$ cat config.mk
export PLATFORM = sky130hd
export DESIGN_NAME = mbox_host_port
export DESIGN_NICKNAME = d
export VERILOG_FILES = /design/src/rtl/mbox_pkg.sv /design/src/rtl/mbox_rst_sync.sv /design/src/rtl/mbox_regdec.sv /design/src/rtl/mbox_slot.sv /design/src/rtl/mbox_ctrl_regs.sv /design/src/rtl/mbox_host_port.sv
export SDC_FILE = /design/constraint.sdc
export NUM_CORES = 1
export LEC_CHECK = 0
export ABC_AREA = 1
export BUFFER_PORTS_ARGS = -buffer_cell sky130_fd_sc_hd__buf_2
export CORE_UTILIZATION = 49
export CTS_CLUSTER_DIAMETER = 30
export DETAILED_ROUTE_END_ITERATION = 12
export PLACE_DENSITY = 0.78
export RECOVER_POWER = 50
export SLEW_MARGIN = 10
export SYNTH_ARGS = -nofsm -noshare
export SYNTH_HDL_FRONTEND = slang
export SYNTH_SLANG_ARGS = --single-unit
$ cat constraint.sdc
create_clock -name clk -period 1.2 [get_ports clk]
set_input_delay 0 -clock clk [delete_from_list [all_inputs] [get_ports clk]]
set_output_delay 0 -clock clk [all_outputs]
set_load 0.02 [all_outputs]
$ cat src/rtl/mbox_pkg.sv
package mbox_pkg;

  localparam int OFF_RXD   = 'h00;
  localparam int OFF_TXD   = 'h01;
  localparam int OFF_INST  = 'h02;
  localparam int OFF_OUTST = 'h03;
  localparam int OFF_ECHO  = 'h04;
  localparam int OFF_REV   = 'h05;
  localparam int OFF_CRST  = 'h10;

  localparam int IEN_BIT   = 1;

  typedef enum logic [2:0] {
    SEL_RXD,
    SEL_TXD,
    SEL_INST,
    SEL_OUTST,
    SEL_ECHO,
    SEL_REV,
    SEL_CRST,
    SEL_NONE
  } mbox_sel_e;

endpackage

$ cat src/rtl/mbox_rst_sync.sv
module mbox_rst_sync #(
  parameter int STAGES = 2
) (
  input  logic clk,
  input  logic rst_n,
  output logic rst_sync_n
);

  logic [STAGES-1:0] chain_q;
  logic [STAGES-1:0] chain_d;

  always_comb begin
    chain_d = {chain_q[STAGES-2:0], 1'b1};
  end

  always_ff @(posedge clk or negedge rst_n) begin
    if (!rst_n) begin
      chain_q <= '0;
    end else begin
      chain_q <= chain_d;
    end
  end

  assign rst_sync_n = chain_q[STAGES-1];

endmodule

$ cat src/rtl/mbox_regdec.sv
module mbox_regdec
  import mbox_pkg::*;
#(
  parameter int ADDR_W = 5
) (
  input  logic [ADDR_W-1:0] addr,
  input  logic              wr,
  input  logic              rd,
  output mbox_sel_e         sel,
  output logic              rd_rxd,
  output logic              wr_txd,
  output logic              wr_inst,
  output logic              wr_crst,
  output logic              wr_any
);

  always_comb begin
    if (addr == ADDR_W'(OFF_RXD))        sel = SEL_RXD;
    else if (addr == ADDR_W'(OFF_TXD))   sel = SEL_TXD;
    else if (addr == ADDR_W'(OFF_INST))  sel = SEL_INST;
    else if (addr == ADDR_W'(OFF_OUTST)) sel = SEL_OUTST;
    else if (addr == ADDR_W'(OFF_ECHO))  sel = SEL_ECHO;
    else if (addr == ADDR_W'(OFF_REV))   sel = SEL_REV;
    else if (addr == ADDR_W'(OFF_CRST))  sel = SEL_CRST;
    else                                 sel = SEL_NONE;
  end

  always_comb begin
    rd_rxd  = rd && (sel == SEL_RXD);
    wr_txd  = wr && (sel == SEL_TXD);
    wr_inst = wr && (sel == SEL_INST);
    wr_crst = wr && (sel == SEL_CRST);
    wr_any  = wr;
  end

endmodule

$ cat src/rtl/mbox_slot.sv
module mbox_slot #(
  parameter int DATA_W = 8
) (
  input  logic              clk,
  input  logic              rst_n,
  input  logic              load,
  input  logic [DATA_W-1:0] load_data,
  input  logic              unload,
  output logic              full,
  output logic [DATA_W-1:0] data
);

  logic              full_q, full_d;
  logic [DATA_W-1:0] data_q, data_d;
  logic              full_en, data_en;

  always_comb begin
    full_en = load || unload;
    full_d  = load || (full_q && !unload);
    data_en = load;
    data_d  = load_data;
  end

  always_ff @(posedge clk or negedge rst_n) begin
    if (!rst_n) begin
      full_q <= 1'b0;
    end else if (full_en) begin
      full_q <= full_d;
    end
  end

  always_ff @(posedge clk or negedge rst_n) begin
    if (!rst_n) begin
      data_q <= '0;
    end else if (data_en) begin
      data_q <= data_d;
    end
  end

  assign full = full_q;
  assign data = data_q;

endmodule

$ cat src/rtl/mbox_ctrl_regs.sv
module mbox_ctrl_regs
  import mbox_pkg::*;
#(
  parameter int DATA_W = 8
) (
  input  logic              clk,
  input  logic              rst_n,
  input  logic              wr_any,
  input  logic              wr_inst,
  input  logic              wr_crst,
  input  logic [DATA_W-1:0] wdata,
  output logic              irq_en,
  output logic              ctl_rst,
  output logic [DATA_W-1:0] echo
);

  logic              ien_q, ien_d;
  logic              crst_q, crst_d;
  logic [DATA_W-1:0] echo_q, echo_d;

  always_comb begin
    ien_d  = wdata[IEN_BIT];
    crst_d = wdata[0];
    echo_d = wdata;
  end

  always_ff @(posedge clk or negedge rst_n) begin
    if (!rst_n) begin
      ien_q <= 1'b0;
    end else if (wr_inst) begin
      ien_q <= ien_d;
    end
  end

  always_ff @(posedge clk or negedge rst_n) begin
    if (!rst_n) begin
      crst_q <= 1'b0;
    end else if (wr_crst) begin
      crst_q <= crst_d;
    end
  end

  always_ff @(posedge clk or negedge rst_n) begin
    if (!rst_n) begin
      echo_q <= '0;
    end else if (wr_any) begin
      echo_q <= echo_d;
    end
  end

  assign irq_en  = ien_q;
  assign ctl_rst = crst_q;
  assign echo    = echo_q;

endmodule

$ cat src/rtl/mbox_host_port.sv
module mbox_host_port
  import mbox_pkg::*;
#(
  parameter int                ADDR_W   = 5,
  parameter int                DATA_W   = 8,
  parameter logic [DATA_W-1:0] REVISION = 8'h2A
) (
  input  logic              clk,
  input  logic              rst_n,
  input  logic [ADDR_W-1:0] host_addr,
  input  logic              host_wr,
  input  logic              host_rd,
  input  logic [DATA_W-1:0] host_wdata,
  output logic [DATA_W-1:0] host_rdata,
  output logic              irq,
  output logic              ctl_rst,
  input  logic              c2h_valid,
  input  logic [DATA_W-1:0] c2h_data,
  output logic              c2h_ready,
  output logic              h2c_valid,
  output logic [DATA_W-1:0] h2c_data,
  input  logic              h2c_ready
);

  localparam int PAD_W = DATA_W - 1;

  logic              rst_sync_n;
  mbox_sel_e         sel;
  logic              rd_rxd, wr_txd, wr_inst, wr_crst, wr_any;
  logic              rx_full, tx_full;
  logic [DATA_W-1:0] rx_data, tx_data, echo;
  logic              irq_en;
  logic              rx_load, rx_unload, tx_load, tx_unload;

  mbox_rst_sync #(.STAGES(2)) u_rst_sync (
    .clk        (clk),
    .rst_n      (rst_n),
    .rst_sync_n (rst_sync_n)
  );

  mbox_regdec #(.ADDR_W(ADDR_W)) u_regdec (
    .addr    (host_addr),
    .wr      (host_wr),
    .rd      (host_rd),
    .sel     (sel),
    .rd_rxd  (rd_rxd),
    .wr_txd  (wr_txd),
    .wr_inst (wr_inst),
    .wr_crst (wr_crst),
    .wr_any  (wr_any)
  );

  always_comb begin
    rx_load   = c2h_valid && !rx_full;
    rx_unload = rd_rxd && rx_full;
    tx_unload = h2c_ready && tx_full;
    tx_load   = wr_txd && (!tx_full || tx_unload);
  end

  mbox_slot #(.DATA_W(DATA_W)) u_rx_slot (
    .clk       (clk),
    .rst_n     (rst_sync_n),
    .load      (rx_load),
    .load_data (c2h_data),
    .unload    (rx_unload),
    .full      (rx_full),
    .data      (rx_data)
  );

  mbox_slot #(.DATA_W(DATA_W)) u_tx_slot (
    .clk       (clk),
    .rst_n     (rst_sync_n),
    .load      (tx_load),
    .load_data (host_wdata),
    .unload    (tx_unload),
    .full      (tx_full),
    .data      (tx_data)
  );

  mbox_ctrl_regs #(.DATA_W(DATA_W)) u_ctrl_regs (
    .clk     (clk),
    .rst_n   (rst_sync_n),
    .wr_any  (wr_any),
    .wr_inst (wr_inst),
    .wr_crst (wr_crst),
    .wdata   (host_wdata),
    .irq_en  (irq_en),
    .ctl_rst (ctl_rst),
    .echo    (echo)
  );

  always_comb begin
    case (sel)
      SEL_RXD:   host_rdata = rx_data;
      SEL_INST:  host_rdata = {{PAD_W{1'b0}}, rx_full};
      SEL_OUTST: host_rdata = {{PAD_W{1'b0}}, !tx_full};
      SEL_ECHO:  host_rdata = echo;
      SEL_REV:   host_rdata = REVISION;
      SEL_CRST:  host_rdata = {{PAD_W{1'b0}}, ctl_rst};
      default:   host_rdata = '0;
    endcase
  end

  assign irq       = rx_full && irq_en;
  assign c2h_ready = !rx_full;
  assign h2c_valid = tx_full;
  assign h2c_data  = tx_data;

endmodule

After elaboration in Yosys (flattened, before gate mapping)
Index checks and enable logic that the tools add are counted.

Flip-flop bits (word level): 30. Latch bits: 0. Bits of input ports: 27. Memory bits (writable): 0. Memory bits (read-only): 0. Memories: 0. Output and inout port bits: 20. Word-level logic and storage cells: 50.

Add/sub/neg operators: 0. Reductions and logical operators: 22. Muxes and demuxes: 8. Divide/modulo/power cells: 0. Multiply operators: 0. Eq/ne operators: 12. Shifts and indexed selects: 0. Bitwise operators: 0. Order comparisons: 0.

Operators with widths (count): $pmux W8 S6 (1); $mux W3 (6); $logic_and A1 B1 Y1 (11); $eq A5 B2 Y1 const B (2); $eq A5 B3 Y1 const B (2); $eq A3 B3 Y1 const B (3); $eq A3 B2 Y1 const B (2); $eq A5 B1 Y1 const B (1); $eq A5 B5 Y1 const B (1); $logic_not A5 Y1 (1); $logic_or A1 B1 Y1 (5); $logic_not A1 Y1 (4); $eq A3 B1 Y1 const B (1); $logic_not A3 Y1 (1); $mux W1 (1).

Logic depth before layout (Yosys ltp)
Depth after elaboration: 14. Depth in mapped cells: 6. Mapped depth without buffers: 6.

By module
Synthesis repeated with hierarchy kept, for this count alone.

Cells, all modules: 205. Area, all modules: 1501.4 um^2.

By module, submodules not included: mbox_slot (cells an instance 38, times used 2, seq. area each 225.2 um^2, area an instance 341.6 um^2); mbox_ctrl_regs (cells an instance 44, times used 1, seq. area each 250.2 um^2, area an instance 385.4 um^2); mbox_host_port (cells an instance 57, times used 1, seq. area each 0.0 um^2, area an instance 244.0 um^2); mbox_regdec (cells an instance 25, times used 1, seq. area each 0.0 um^2, area an instance 135.1 um^2); mbox_rst_sync (cells an instance 3, times used 1, seq. area each 50.0 um^2, area an instance 53.8 um^2).

Least setup slack after synthesis
No wires, ideal clock.

Kind: flip-flop to flip-flop. Start point: register u_rx_slot.full_q, in the netlist u_rx_slot.full. End point: register u_rx_slot.data_q[1], in the netlist u_rx_slot.data[1]. Stages on the path, launching flop included: 5. Required time: 1.075 ns. Period minus slack after synthesis: 1.242 ns. Slack: -0.042 ns. Arrival: 1.117 ns. Buffers on the path: 1. Setup time: 0.125 ns. Cell sequence: dfrtp_1 inv_1 nand2_1 buf_4 mux2_2.

Longest elaborated chain between the ends: 2.

Ends and longest elaborated chain: from (decl) (line mbox_slot.sv:13) `logic full_q, full_d;`; from (signal assigned) (line mbox_slot.sv:28) `full_q <= full_d;`; $logic_not A1 Y1; net c2h_ready (line mbox_host_port.sv:19) `output logic c2h_ready,`; $logic_and A1 B1 Y1 (line mbox_host_port.sv:54) `rx_load = c2h_valid && !rx_full;`; to (signal assigned) (line mbox_slot.sv:36) `data_q <= data_d;`; to (decl) (line mbox_slot.sv:14) `logic [DATA_W-1:0] data_q, data_d;`.

The timed path passes the listed nets, and every way through them passes these cells. A chain may end at the register's enable or synchronous reset.

Worst setup path in the final report
Start point: register u_rx_slot.full_q, in the netlist u_rx_slot.full. End point: output irq.

Longest elaborated chain between the ends: 1.

Ends and longest elaborated chain: $logic_and A1 B1 Y1 (line mbox_host_port.sv:104) `assign irq = rx_full && irq_en;`; to (decl) (line mbox_host_port.sv:15) `output logic irq,`.

Every way passes these cells.

==> summary.md <==
| Metric | Value |
|---|---|
| Outcome | finished with violations |
| Failing checks | setup timing |
| GR peak layer | met2 |
| Synth top area share | 53.5% |
| Remaining Overflow, GRT | 0 |
| Slowest CP cell | dfrtp_1 |
| Clock transition at path regs | 90 ps |
| Most common cell on crit path | buf_6 |
| H-tree Lvls | 2 |
| Syn Std Cell Area | approximately 1400 sq um |
| Final worst setup slack | -86.3 ps |
| DRC | 0 |
| CTS tree | yes |
| GR Util met2 | around two fifths |
| Xor and xnor area share after synthesis | 0% |
| Overall die height | 55.5 um |
| CTS Buffer Depth | 2 |
| Hold crit path type | in2reg |
| Final core occ | roughly 73% |
| Fillcell total | between 200 and 250 |
| CP required | 1200 ps |
| Yosys reg bits | 30 |
| RePlAce Congestion | 0.786 |
| Nets | 260 |
| Setup crit end kind | output pin |
| Dpl hpwl | ~2400 um |
| Final Hold Violating Endpoints | 0 |
| Syn-to-layout area delta | 41.6% |
| Critical Path Fanout Max | 2 |
| First-pass GRT wire length | 5980 um |
| Post-synthesis simple-gate area fraction | 25.8% |
| Synth Warn # | 0 |
| Final min period | 1290 ps |
| Synth top area cells | dfrtp_1 (53%), nand2_1 (9.4%), nand4_1 (7.1%) |
| Largest net degree at the start of global routing | 20 |
| Number of buffers created by CTS | 5 |
| RSZ-0062 raised after global routing | yes |
| Initial Utilization | 51.4% |
| Total power | 2.86 mW |
| Slew HR | 62.7% |
| Drt via density | 5.31 |
| CTS Root Cell | clkbuf_4 |
| # placed instances | ~230 |
| N_diodes | 0 |
| Initial DRC Count | 54 |
| Placed inst area | 1690 sq um |
| Critical Path Start Type | flip-flop |
| Synth Flop Type | dfrtp_1 |
| IO Port Bufs | 46 |
| I/O Pins | 47 |
| Detailed-route via count | approximately 1400 |
| Cells after synthesis | between 150 and 200 |
| Crit path cell chain | buf_6 -> buf_4 -> buf_6 -> nand2_2 -> inv_2 -> buf_6 |
| Clk_lat worst skew | 330 ps |
| Pwr Density | 1440 nW/um^2 |
| Post-synth top cells | nand2_1 (35), dfrtp_1 (30), inv_1 (22), nand4_1 (16), o21ai_0 (11) |
| Fin. max-slew vios | 0 |
| Antenna viol nets, final | 0 |
| WP data arrival | 1290 ps |
| WP buf/inv | 5 |
| Met1 usage | 30.4% |
| Largest family of logic cells by synthesized area | simple AND/OR/NAND/NOR gates |
| Total clock sinks | 30 |
| Die X | 55.5 um |
| Register area share after synthesis | 53.5% |
| Final setup TNS | -168 ps |
| 1st-pass router iterations | 7 |
| Non-Filler Instances | around 260 |
| CP Class | reg2out |
| Initial antenna violation count | 0 |
| Wire length per cell | ~14 um |
| Die area | 3080 sq um |
| CORE AREA | 2730 sq um |
| Crit-path leading delay family | buffers and inverters |
| Final setup fails | 2 |
| Synth cell types | 24 |
| Post-synth EDFFs | 0 |
| Cell with the most instances after synthesis | nand2_1 |
| Leakage | 1.07 nW |
| Non-Filler Cell Area, Final | roughly 2000 sq um |
| MaxCap Viol Count | 0 |
| Final Cycle Share | 107% |
| Share of layout cells above drive strength 1 | 33.0% |
| Number of cell rows | 19 |
| Pre-CTS setup slack | 113 ps |
| Syn Nets | 184 |
| Compound-Gate Fraction of Synth Area | 9.09% |
| Post-synth top area cell | dfrtp_1 |
| Delay of the slowest cell on the worst path | 400 ps |
| Mux contribution to synthesized area | 3.21% |
| Vias in the first global route | 1410 |
| Least-Margin Pin Slew | 559 ps |
| GR Util All Layers | 25.2% |
| Syn_area_per_cell | 8.94 sq um |
| Worst Skew | 13.7 ps |
| Adder-Cell Fraction of Synth Area | 0% |
| Async set-reset flop share out of synthesis | 100% |
| Hold slack | between 50 and 60 ps |
| F_max | 0.777 GHz |
| Global routing usage on met3 | 6.79% |
| Max rail drop VDD | 1180 uV |
| Final WL | 3570 um |
==> report_power, final <==
group | internal [mW] | switching (mW) | leakage (nW)
combinational | 0.406 | 0.484 | 0.677
sequential | 1.24 | 0.118 | 0.363
clock | 0.276 | 0.330 | 0.0314
total | 1.93 | 0.932 | 1.07
==> layout by cell type (no fill, tap or decap), drive strengths merged, types with 9 or more instances in the layout <==
cell type / Yosys / final
buf: 4 / 52
nand2: 36 / 36
dfrtp: 30 / 30
inv: 24 / 24
dlygate4sd3: 0 / 20
nand4: 16 / 16
nor2: 13 / 13
o21ai: 12 / 12
clkbuf: 1 / 9
==> worst min-delay path, cell delays in order <==
cell,delay [ps]
buf_2,210
nand2_1,100
nand2_1,40
==> registers in the layout, summed over array words and instances, names as in the netlist <==
name,flops
u_ctrl_regs.echo,8
u_rx_slot.data,8
u_tx_slot.data,8
u_rst_sync.chain_q,2
u_ctrl_regs.ctl_rst,1
u_ctrl_regs.irq_en,1
u_rx_slot.full,1
u_tx_slot.full,1
==> per-layer routing <==
metal  part of all wire [%]  wire length, um
met2                     49             1750
met1                     41             1480
met5                      0                0
met3                    5.6              201
met4                    3.9              141
==> cells by family (layout without fill, tap and decap cells) <==
group                  count (synthesis)  in the layout
buffers and inverters                 29            105
other                                  1              1
DFF                                   30             30
and+or+nand+nor                       70             70
muxes                                  4              4
AOI/OAI and AO/OA                     23             23
==> repair_timing <==
item | 4_1_cts | 5_1_grt
endpoints found under the setup margin | 1 | 10
endpoints found under the hold margin | 29 | 1
setup buffers | 2 | 1
pin swaps | 3 | 2
hold buffers | 19 | 1
gates resized for setup | 3 | 7
==> worst paths after layout <==
| check | slack [ps] | from | cells after the start | to |
|---|---|---|---|---|
| setup / recovery | -90 | u_rx_slot.full | 6 | irq |
| hold / removal | 50 | host_wr | 3 | u_tx_slot.full |
| setup reg to reg | 40 | u_rx_slot.full | 6 | u_rx_slot.data[7] |
| hold reg to reg | 290 | u_rst_sync.chain_q[1] | 1 | u_ctrl_regs.echo[1] |
| max in group asynchronous | 480 | u_rst_sync.chain_q[1] | 1 | u_tx_slot.full |
| min in group asynchronous | 290 | u_rst_sync.chain_q[1] | 1 | u_ctrl_regs.echo[1] |
==> area by class of cell <==
cell class	count	area (sq um)	area share [%]
multi-input cells	98	548	27.6
repair buffers	74	504	25.4
well taps	31	38.8	1.95
flip-flops and latches	30	752	37.8
clock buffers	7	55.1	2.77
inverters	24	90.1	4.53
Note: power is estimated with default switching activity, not from simulation.
